$ cat config.mk
export PLATFORM = sky130hd
export DESIGN_NAME = irq_route_regs
export DESIGN_NICKNAME = d
export VERILOG_FILES = /design/src/rtl/irq_route_pkg.sv /design/src/rtl/irq_route_windec.sv /design/src/rtl/irq_route_entry.sv /design/src/rtl/irq_route_rdmux.sv /design/src/rtl/irq_route_regs.sv
export SDC_FILE = /design/constraint.sdc
export NUM_CORES = 2
export LEC_CHECK = 0
export ABC_AREA = 1
export ABC_CLOCK_PERIOD_IN_PS = 3500
export BUFFER_PORTS_ARGS = -buffer_cell sky130_fd_sc_hd__buf_2
export CORE_AREA = 2 2 672 674
export CTS_CLUSTER_SIZE = 30
export DETAILED_ROUTE_END_ITERATION = 10
export DIE_AREA = 0 0 674 676
export GPL_ROUTABILITY_DRIVEN = 0
export PLACE_DENSITY = 0.35
export SLEW_MARGIN = 20
export SYNTH_ARGS = -nofsm -noshare
export SYNTH_HDL_FRONTEND = slang
export SYNTH_SLANG_ARGS = --single-unit
$ cat constraint.sdc
create_clock -name clk -period 3.5 [get_ports clk]
set_input_delay 0.35 -clock clk [delete_from_list [all_inputs] [get_ports clk]]
set_output_delay 0.35 -clock clk [all_outputs]
set_load 0.01 [all_outputs]
$ cat src/rtl/irq_route_pkg.sv
package irq_route_pkg;
  localparam int ENTRY_W = 64;
  localparam int WORD_W  = 32;

  localparam logic [7:0] OFS_SEL = 8'h00;
  localparam logic [7:0] OFS_WIN = 8'h10;
  localparam logic [7:0] OFS_EOI = 8'h40;

  localparam logic [7:0] SEL_ID       = 8'h00;
  localparam logic [7:0] SEL_VER      = 8'h01;
  localparam logic [7:0] SEL_ARB      = 8'h02;
  localparam logic [7:0] SEL_TBL_BASE = 8'h10;

  localparam int BIT_DLV  = 12;
  localparam int BIT_RIRR = 14;
  localparam int BIT_TRIG = 15;
  localparam int BIT_MASK = 16;

  localparam int ID_LSB = 24;
  localparam int ID_W   = 4;

  localparam logic [ENTRY_W-1:0] ENTRY_RST = 64'h0000_0000_0001_0000;

  typedef enum logic [2:0] {
    TGT_NONE,
    TGT_ID,
    TGT_VER,
    TGT_ARB,
    TGT_ENTRY
  } win_tgt_e;

  typedef struct packed {
    win_tgt_e   tgt;
    logic       hi;
    logic [7:0] idx;
  } win_dec_t;
endpackage

$ cat src/rtl/irq_route_windec.sv
module irq_route_windec
  import irq_route_pkg::*;
#(
  parameter int NPINS = 24
) (
  input  logic [7:0] sel,
  output win_dec_t   dec
);
  logic [7:0] off;

  always_comb begin
    off     = sel - SEL_TBL_BASE;
    dec.tgt = TGT_NONE;
    dec.hi  = 1'b0;
    dec.idx = 8'd0;
    case (sel)
      SEL_ID:  dec.tgt = TGT_ID;
      SEL_VER: dec.tgt = TGT_VER;
      SEL_ARB: dec.tgt = TGT_ARB;
      default: begin
        if (sel >= SEL_TBL_BASE) begin
          dec.idx = {1'b0, off[7:1]};
          dec.hi  = off[0];
          if (int'(dec.idx) < NPINS) dec.tgt = TGT_ENTRY;
        end
      end
    endcase
  end
endmodule

$ cat src/rtl/irq_route_entry.sv
module irq_route_entry
  import irq_route_pkg::*;
(
  input  logic               clk,
  input  logic               rst_n,
  input  logic               wr_en,
  input  logic               wr_hi,
  input  logic [WORD_W-1:0]  wdata,
  input  logic               rirr_set,
  input  logic               rirr_clr,
  input  logic               dlv_stat,
  output logic [ENTRY_W-1:0] entry_o
);
  logic [ENTRY_W-1:0] ent_q, ent_n;

  always_comb begin
    ent_n = ent_q;
    if (wr_en) begin
      if (wr_hi) ent_n[ENTRY_W-1:WORD_W] = wdata;
      else       ent_n[WORD_W-1:0]       = wdata;
    end
    // status bits are owned by the delivery side, never by software
    ent_n[BIT_DLV]  = dlv_stat;
    ent_n[BIT_RIRR] = (ent_q[BIT_RIRR] & ~rirr_clr) | rirr_set;
    // an edge-mode entry carries no outstanding remote request
    if (wr_en && !ent_n[BIT_TRIG]) ent_n[BIT_RIRR] = 1'b0;
  end

  always_ff @(posedge clk or negedge rst_n) begin
    if (!rst_n) ent_q <= ENTRY_RST;
    else        ent_q <= ent_n;
  end

  assign entry_o = ent_q;
endmodule

$ cat src/rtl/irq_route_rdmux.sv
module irq_route_rdmux
  import irq_route_pkg::*;
#(
  parameter int         NPINS   = 24,
  parameter logic [7:0] VERSION = 8'h20,
  localparam int        IDX_W   = $clog2(NPINS)
) (
  input  win_dec_t                       dec,
  input  logic [ID_W-1:0]                id,
  input  logic [NPINS-1:0][ENTRY_W-1:0]  entries,
  output logic [WORD_W-1:0]              word
);
  localparam logic [WORD_W-1:0] VER_WORD =
    WORD_W'(VERSION) | (WORD_W'(NPINS - 1) << 16);

  logic [ENTRY_W-1:0] picked;

  always_comb begin
    picked = entries[dec.idx[IDX_W-1:0]];
    case (dec.tgt)
      TGT_ID, TGT_ARB: word = WORD_W'(id) << ID_LSB;
      TGT_VER:         word = VER_WORD;
      TGT_ENTRY:       word = dec.hi ? picked[ENTRY_W-1:WORD_W] : picked[WORD_W-1:0];
      default:         word = '0;
    endcase
  end
endmodule

$ cat src/rtl/irq_route_regs.sv
module irq_route_regs
  import irq_route_pkg::*;
#(
  parameter int         NPINS   = 24,
  parameter logic [7:0] VERSION = 8'h20,
  parameter int         ADDR_W  = 12,
  localparam int        IDX_W   = $clog2(NPINS)
) (
  input  logic                       clk,
  input  logic                       rst_n,
  input  logic                       bus_wr,
  input  logic                       bus_rd,
  input  logic [ADDR_W-1:0]          bus_addr,
  input  logic [2:0]                 bus_size,
  input  logic [31:0]                bus_wdata,
  output logic                       rd_valid,
  output logic [31:0]                rd_data,
  input  logic [NPINS-1:0]           rirr_set,
  input  logic [NPINS-1:0]           rirr_clr,
  input  logic [NPINS-1:0]           dlv_stat,
  output logic                       route_upd,
  output logic                       eoi_cnt_clr,
  output logic [IDX_W-1:0]           route_pin,
  output logic                       svc_req,
  output logic [IDX_W-1:0]           svc_pin,
  output logic                       eoi_valid,
  output logic [7:0]                 eoi_vector,
  output logic [NPINS*ENTRY_W-1:0]   entries_o
);
  localparam bool_eoi_ok = (VERSION == 8'h20);

  logic [7:0]      ofs;
  logic            full_word;
  logic [7:0]      sel_q;
  logic [ID_W-1:0] id_q;
  win_dec_t        dec;
  logic            win_wr, ent_wr, id_wr, sel_wr, eoi_wr;
  logic [WORD_W-1:0] win_word;
  logic [NPINS-1:0][ENTRY_W-1:0] ent_arr;
  logic            unused_addr_hi;

  assign ofs            = bus_addr[7:0];
  assign unused_addr_hi = ^bus_addr;
  assign full_word      = (bus_size == 3'd4);

  irq_route_windec #(.NPINS(NPINS)) u_dec (
    .sel (sel_q),
    .dec (dec)
  );

  assign sel_wr = bus_wr && (ofs == OFS_SEL);
  assign win_wr = bus_wr && (ofs == OFS_WIN) && full_word;
  assign ent_wr = win_wr && (dec.tgt == TGT_ENTRY);
  assign id_wr  = win_wr && (dec.tgt == TGT_ID);
  assign eoi_wr = bus_wr && (ofs == OFS_EOI) && full_word && bool_eoi_ok;

  always_ff @(posedge clk or negedge rst_n) begin
    if (!rst_n) begin
      sel_q <= '0;
      id_q  <= '0;
    end else begin
      if (sel_wr) sel_q <= bus_wdata[7:0];
      if (id_wr)  id_q  <= bus_wdata[ID_LSB +: ID_W];
    end
  end

  for (genvar p = 0; p < NPINS; p++) begin : g_ent
    irq_route_entry u_ent (
      .clk      (clk),
      .rst_n    (rst_n),
      .wr_en    (ent_wr && (dec.idx == 8'(p))),
      .wr_hi    (dec.hi),
      .wdata    (bus_wdata),
      .rirr_set (rirr_set[p]),
      .rirr_clr (rirr_clr[p]),
      .dlv_stat (dlv_stat[p]),
      .entry_o  (ent_arr[p])
    );
  end

  assign entries_o = ent_arr;

  irq_route_rdmux #(.NPINS(NPINS), .VERSION(VERSION)) u_rd (
    .dec     (dec),
    .id      (id_q),
    .entries (ent_arr),
    .word    (win_word)
  );

  // update strobe first, service request one cycle behind it
  always_ff @(posedge clk or negedge rst_n) begin
    if (!rst_n) begin
      route_upd  <= 1'b0;
      route_pin  <= '0;
      svc_req    <= 1'b0;
      svc_pin    <= '0;
      eoi_valid  <= 1'b0;
      eoi_vector <= '0;
      rd_valid   <= 1'b0;
      rd_data    <= '0;
    end else begin
      route_upd  <= ent_wr;
      if (ent_wr) route_pin <= dec.idx[IDX_W-1:0];
      svc_req    <= route_upd;
      if (route_upd) svc_pin <= route_pin;
      eoi_valid  <= eoi_wr;
      if (eoi_wr) eoi_vector <= bus_wdata[7:0];
      rd_valid   <= bus_rd;
      if (bus_rd) begin
        case (ofs)
          OFS_SEL: rd_data <= {24'd0, sel_q};
          OFS_WIN: rd_data <= full_word ? win_word : '0;
          default: rd_data <= '0;
        endcase
      end
    end
  end

  assign eoi_cnt_clr = route_upd;
endmodule

Word-level counts from Yosys, hierarchy flattened
Cells that the tools add are included.
{"block": "op_classes", "add_sub_neg": 1, "n_mul": 0, "div": 0, "magnitude_cmp": 3, "eq_ne": 32, "shift": 0, "n_mux": 82, "bitwise": 73, "n_reduce_logical": 132}
{"op": "two-way mux 16 bit", "count": 48}
{"op": "binary-select mux 64 bit (select 5 bit)", "count": 1}
{"op": "case mux 32 bit (3 select lines)", "count": 1}
{"op": "AND reduction 2 bit", "count": 48}
{"op": "== test 8 x 5 -> 1 bit, second input constant", "count": 9}
{"op": "== test 8 x 4 -> 1 bit, second input constant", "count": 8}
{"op": "two-way mux 32 bit", "count": 2}
{"op": "two-way mux 64 bit", "count": 1}
{"op": "case mux 32 bit (2 select lines)", "count": 1}
{"op": "logical AND 1 bit", "count": 55}
{"op": "== test 8 x 3 -> 1 bit, second input constant", "count": 4}
{"op": "NOT 1 bit", "count": 25}
{"op": "AND 1 bit", "count": 24}
{"op": "== test 8 x 2 -> 1 bit, second input constant", "count": 3}
{"op": "logical NOT 1 bit", "count": 24}
{"op": "logical NOT 8 bit", "count": 3}
{"op": "two-way mux 1 bit", "count": 24}
{"op": "bitwise OR 1 bit", "count": 24}
{"op": "== test 8 x 1 -> 1 bit, second input constant", "count": 2}
{"op": "two-way mux 12 bit", "count": 1}
{"op": "two-way mux 9 bit", "count": 1}
{"op": "case mux 3 bit (3 select lines)", "count": 1}
{"op": "== test 8 x 7 -> 1 bit, second input constant", "count": 1}
{"op": ">= comparator 8 x 5 -> 1 bit, second input constant", "count": 1}
{"op": "other kinds (9)", "count": 11}
{"block": "word_totals", "register_bits": 1602, "latchBits": 0, "mem_bits_rw": 0, "romBits": 0, "in_bits": 123, "output_inout_bits": 1591, "wordCells": 405, "n_memories": 0}

Depth between registers and ports, before layout
{"block": "depth", "depth_word": 12, "ltp_mapped": 24, "ltp_nobuf": 21}

Modules after synthesis
Synthesis repeated with hierarchy kept, for this count alone.
{"block": "unflattened", "hier_cells": 9673, "area_unflattened_um2": 78073.6}
{"mod": "irq_route_entry", "n_inst": 24, "cells_each": 242, "area_per_inst_um2": 2469.9, "seq_area_each_um2": 1602.8}
{"mod": "irq_route_rdmux", "n_inst": 1, "cells_each": 3439, "area_per_inst_um2": 15458.6, "seq_area_each_um2": 0.0}
{"mod": "irq_route_regs", "n_inst": 1, "cells_each": 386, "area_per_inst_um2": 3141.8, "seq_area_each_um2": 1651.6}
{"mod": "irq_route_windec", "n_inst": 1, "cells_each": 40, "area_per_inst_um2": 196.4, "seq_area_each_um2": 0.0}

Least setup slack after synthesis
No wires, ideal clock.
{"block": "synth_timing", "kind": "register to register", "from": "register sel_q[4]", "to": "register rd_data[28]", "setup_ps": 117, "t_arrival_ps": 2677, "required_time_ps": 3383, "path_slack_ps": 705, "path_stages_with_launch": 18, "n_path_buf": 4, "synth_period_minus_slack_ps": 2795, "path_cell_list": "dfrtp_1 > inv_1 > ha_1 > nand2_1 > nor2_2 > nand2_1 > nand3_1 > nand2_1 > buf_6 > buf_6 > buf_4 > buf_2 > o21ai_0 > o31ai_1 > a21oi_1 > o21ai_0 > nand3_1 > nand2_1"}
{"block": "synth_via", "elab_chain_cells": 10, "elab_cells_between_ends": 22, "classes_between": "1 x add/sub; 2 x order compare; 6 x eq/ne; 10 x mux; 3 x reduce/logical"}
{"item": "from (decl)", "line_no": "irq_route_regs.sv:34", "rtl": "logic [7:0] sel_q;"}
{"item": "from (signal assigned)", "line_no": "irq_route_regs.sv:62", "rtl": "if (sel_wr) sel_q <= bus_wdata[7:0];"}
{"item": "subtractor 8 x 5 -> 8 bit", "line_no": "irq_route_windec.sv:12", "rtl": "off = sel - SEL_TBL_BASE;"}
{"item": "< comparator 7 x 5 -> 1 bit", "line_no": "irq_route_windec.sv:24", "rtl": "if (int'(dec.idx) < NPINS) dec.tgt = TGT_ENTRY;"}
{"item": "two-way mux 3 bit", "line_no": "irq_route_windec.sv:24"}
{"item": "two-way mux 12 bit", "line_no": "irq_route_windec.sv:21", "rtl": "if (sel >= SEL_TBL_BASE) begin"}
{"item": "case mux 3 bit (3 select lines)", "line_no": "irq_route_windec.sv:16", "rtl": "case (sel)"}
{"item": "== test 3 x 1 -> 1 bit / == test 3 x 2 -> 1 bit (equally long branches)", "line_no": "irq_route_rdmux.sv:20", "rtl": "case (dec.tgt)"}
{"item": "OR reduction 2 bit", "line_no": "irq_route_rdmux.sv:20"}
{"item": "case mux 32 bit (3 select lines) *", "line_no": "irq_route_rdmux.sv:20"}
{"item": "two-way mux 32 bit *", "line_no": "irq_route_regs.sv:112", "rtl": "OFS_WIN: rd_data <= full_word ? win_word : '0;"}
{"item": "case mux 32 bit (2 select lines) *", "line_no": "irq_route_regs.sv:110", "rtl": "case (ofs)"}
{"item": "to (signal assigned)", "line_no": "irq_route_regs.sv:111", "rtl": "OFS_SEL: rd_data <= {24'd0, sel_q};"}
{"item": "to (signal assigned)", "line_no": "irq_route_regs.sv:112"}
{"item": "to (decl)", "line_no": "irq_route_regs.sv:17", "rtl": "output logic [31:0] rd_data,"}
Mark *: on every way between the ends. The rest lies on a longest branch, timed or not. The select of a mux whose other input is x is not followed.
A chain may end at the register's enable or synchronous reset.

Worst setup path after layout
Same ends and word-level chain as after synthesis.

==> run summary <==
Counting every net in the synthesized netlist gives 7775. Depth of the CTS H-tree: 4. The total overflow left after global routing is 0. Counting tap cells, the placed design contains a total of 15360 instances. Clock tree synthesis found a total of 1602 sinks.

Setup repair after global routing could not meet its margin everywhere. The floorplan has 246 rows. Reg-to-reg startpoint: sel_q[4]$_DFFE_PN0P_.

Sequential cells were found to cover 58.67% of the synthesized design area. The final reports fail on negative setup slack. For the number of failing setup endpoints in the final timing report, the log shows 1.

The startpoint of the most critical hold path was bus_wdata[7]. The die area was 455600 µm². The post-synthesis to final-layout area growth came out at 45.11%. VDD sags by at most 0.3923 mV. The number of max-slew violations in the final report came out at 0. Number of maximum-capacitance constraint violations: 0. Summing all flip-flop and latch instances after layout gives 40120 µm².

In the routed design, unresolved DRC markers number 0. Once detailed placement completed, the half-perimeter wirelength came to 457100 µm. For the number of different library cells in the post-synthesis netlist, the log shows 52. The synthesized area was 68380 µm².

Clock-pin slew reported for the worst setup and hold paths after clock tree synthesis: 0.06 ns. In the final timing run, aggregate negative setup slack is -0.01029 ns. The multi-input combinational cells in the finished layout cover a total of 25290 µm².

In this run the horizontal extent of the chip is 674 µm. The most frequent standard cell in the layout excluding fill and tap cells was sky130_fd_sc_hd__nand2_1. The share of total power dissipated in sequential elements is 40.7%. The overall routing resource usage is 24.51%, and the worst setup skew after layout is 0.09687 ns. The tools report the pin count of the biggest net entering global routing as 87.

Hold is met by 0.07940 ns. The total of flip-flops plus latches after synthesis came out at 1602. Arrival time of data at the critical path endpoint: 4.37 ns. The biggest area contributor in the post-synthesis netlist is sky130_fd_sc_hd__dfrtp_1.

The number of standard cells after synthesis is 7650, and the total routed wirelength is 581900 µm. The detail route stage leaves a number of antenna-violating nets equal to 0. Power spread over the standard cell area amounts to 460.7 nW/µm². STA classifies the critical path endpoint as a register.

The highest achievable clock rate was 0.2849 GHz; the count of final hold-check violations was 0. The critical path class is register to register. The post-route netlist has 31.25% of its cells at a drive strength greater than 1. TritonCTS created 215 clock buffers. In the synthesized netlist the dominant register cell turns out to be sky130_fd_sc_hd__dfrtp_1.

With fillers left out, the area of the finished cells amounts to 99230 µm². The first global-routing pass estimated 736400 µm of wire. In this run the power spent charging and discharging nets is 12.69 mW.

The flow ran to the end, but the final reports show violations. TritonCTS built the clock tree. In this run the tool buffered the top-level ports with 1709 buffer cells. The worst setup path is launched from a register.

The via count of the first global-routing pass is 65450. For this run, the share of the core covered by cells in the final layout is 22.16%. The Yosys step of the flow raised 0 warnings. Data on the critical path is required at its endpoint by 4.36 ns. Yosys mapped a number of flops with a built-in enable equal to 0. The initial antenna violation count was 90. The run gives 9896 as the number of nets in the finished design. The tightest min-delay check is of the input port to register type. After synthesis, the cell types taking the most area are sky130_fd_sc_hd__dfrtp_1 58%, sky130_fd_sc_hd__o21ai_0 12%, sky130_fd_sc_hd__nand2_1 10%. The clock network burns 51.5% of the power. In this run, the number of DRC markers left after iteration 0 of detailed routing was 7311. For the number of fillers in the final layout, the log shows 49530. For the pin with the worst max-slew slack, the measured transition is 1.167 ns. The master cell of the clock root buffer was sky130_fd_sc_hd__clkbuf_16. The library cells used most frequently in the layout, excluding fill and tap cells, are 1886 x sky130_fd_sc_hd__nand2_1, 1708 x sky130_fd_sc_hd__buf_2, 1668 x sky130_fd_sc_hd__o21ai_0. Timing analysis after detailed placement gives a worst setup slack of -0.4456 ns. Measured against its own limit, the worst slew margin works out to 22.19%. The setup check on the worst reg-to-reg path leaves a slack of -0.01 ns. The average instance in the mapped netlist occupies 8.939 µm².

The number of iterations in the first detailed-routing pass is 6, and the overall die height is 676 µm. The switching portion of total power is 27.77%, and the share of synthesized registers carrying an async set or reset is 100.0%. Launch point of the critical path: sel_q[4]$_DFFE_PN0P_.

The final clock period utilization by the worst path is 100.3%, and the clock tree buffer depth is 4. The internal portion of the total power is 33.02 mW. Combinational cells account for 7.7% of the total power. The cell area reported after detailed placement is 89850 µm², and the final worst setup slack is -0.01029 ns. The count of pins on the block boundary was 1714; the vias after detailed routing was 69840. Of the post-synthesis cell area, the dominant cell type holds 57.75%. After the flow finishes, the layout carries non-filler instances totaling 15940. In this run the static leakage power is 48.60 nW. The via-per-instance ratio works out to 4.381.

Total power after layout: 45.71 mW. The tools report the area inside the core boundary as 447800 µm². For this configuration, the core starts out at a cell density of 15.27%. Clock latency on the worst-skew pair, taken at its later pin, is 0.98 ns. The shortest clock period the worst path allows after layout came out at 3.510 ns.

The peak fanout along the critical path came out at 8. Wire length per cell after detailed routing: 36.50 µm.
## state kept, by name, summed over array words and instances, names as in the netlist, 4 cells and up
| register | count |
|---|---|
| eoi_vector | 8 |
| g_ent.u_ent.entry_o | 1536 |
| id_q | 4 |
| rd_data | 32 |
| route_pin | 5 |
| sel_q | 8 |
| svc_pin | 5 |
## repair_timing
item,CTS,global route
hold endpoints to repair,541,0
endpoints found under the setup margin,25,95
pin swaps,4,11
cloned,4,3
setup buffers,7,17
gates resized for setup,52,55
hold buffers,115,0
## worst max-delay path: stages (launching register included)
cell                      delay (ns)
sky130_fd_sc_hd__dfrtp_1        0.36
sky130_fd_sc_hd__inv_2          0.08
sky130_fd_sc_hd__ha_1           0.23
sky130_fd_sc_hd__inv_2          0.09
sky130_fd_sc_hd__nor2_2         0.05
sky130_fd_sc_hd__a21oi_2        0.17
sky130_fd_sc_hd__buf_4          0.15
sky130_fd_sc_hd__nand3_4        0.10
sky130_fd_sc_hd__buf_12         0.19
sky130_fd_sc_hd__buf_12         0.17
sky130_fd_sc_hd__buf_4          0.15
sky130_fd_sc_hd__o22ai_1        0.74
sky130_fd_sc_hd__o21ai_0        0.30
sky130_fd_sc_hd__buf_4          0.21
sky130_fd_sc_hd__nand4_1        0.09
sky130_fd_sc_hd__o21ai_0        0.11
sky130_fd_sc_hd__nand3_1        0.11
sky130_fd_sc_hd__nand2_1        0.06
## power groups by stage
stage	Combinational [mW]	Sequential, mW	Clock [mW]
final	3.54	18.6	23.6
after global routing	3.72	18.6	24.7
after CTS	3.57	18.6	24.1
after detailed placement	3.37	18.9	0
after global placement	3.38	18.9	0
after floorplan	0.785	18.9	0
## cell type report
cell class	count	area share, %
sequential	1602	40.43
multi-input combinational	5155	25.49
inverter	203	0.8347
tap	5952	7.505
clock inverter	82	1.044
timing repair buffer	2591	18.20
clock buffer	316	6.349
timing repair inverter	3	0.04413
antenna	39	0.09835
## final timing paths
path                                                      endpoint  cells after the start
setup / recovery                           rd_data[28]$_DFFE_PN0P_                     17
hold / removal             g_ent[11].u_ent.entry_o[39]$_DFFE_PN0P_                      3
setup reg to reg                           rd_data[28]$_DFFE_PN0P_                     17
hold reg to reg                            rd_data[20]$_DFFE_PN0P_                      2
max in group asynchronous   g_ent[3].u_ent.entry_o[16]$_DFFE_PN1P_                      4
min in group asynchronous   g_ent[5].u_ent.entry_o[43]$_DFFE_PN0P_                      2
## synth_stat cells (7+ instances only)
cell type	number
sky130_fd_sc_hd__o2111ai_1	11
sky130_fd_sc_hd__o211ai_1	45
sky130_fd_sc_hd__nor2_2	10
sky130_fd_sc_hd__nand3_1	129
sky130_fd_sc_hd__a22oi_1	17
sky130_fd_sc_hd__o22ai_1	521
sky130_fd_sc_hd__o31ai_1	19
sky130_fd_sc_hd__nand3b_1	7
sky130_fd_sc_hd__nor2_1	388
sky130_fd_sc_hd__o221ai_1	33
sky130_fd_sc_hd__or2_2	64
sky130_fd_sc_hd__inv_1	187
sky130_fd_sc_hd__nor3_1	23
sky130_fd_sc_hd__dfrtp_1	1578
sky130_fd_sc_hd__o21ai_0	1706
sky130_fd_sc_hd__buf_6	14
sky130_fd_sc_hd__clkbuf_1	445
sky130_fd_sc_hd__buf_1	18
sky130_fd_sc_hd__o21ai_1	108
sky130_fd_sc_hd__a21oi_1	51
sky130_fd_sc_hd__nand2_1	1905
sky130_fd_sc_hd__buf_4	26
sky130_fd_sc_hd__buf_2	187
sky130_fd_sc_hd__o22a_1	15
sky130_fd_sc_hd__dfstp_2	24
sky130_fd_sc_hd__inv_2	12
sky130_fd_sc_hd__nand4_1	42
## per-layer routing
metal | global-route usage (%) | vias to the layer above | routed length (µm)
met5 | 0 | - | 176
met2 | 38.52 | 3196 | 260200
met4 | 9.717 | 28 | 27750
met1 | 32.02 | 35500 | 247300
met3 | 6.315 | 634 | 46500
li1 | - | 30480 | -
## kinds of logic after synthesis
logic type / count (synthesis) / synth area share [%]
AOI/OAI and AO/OA: 2539 / 20.24
muxes: 5 / 0.08233
and+or+nand+nor: 2608 / 15.42
buffers and inverters: 893 / 5.544
xor gates and xnor gates: 1 / 0.01281
DFF: 1602 / 58.67
adders and majority gates: 2 / 0.03659
(Power assumes the default switching activity.)
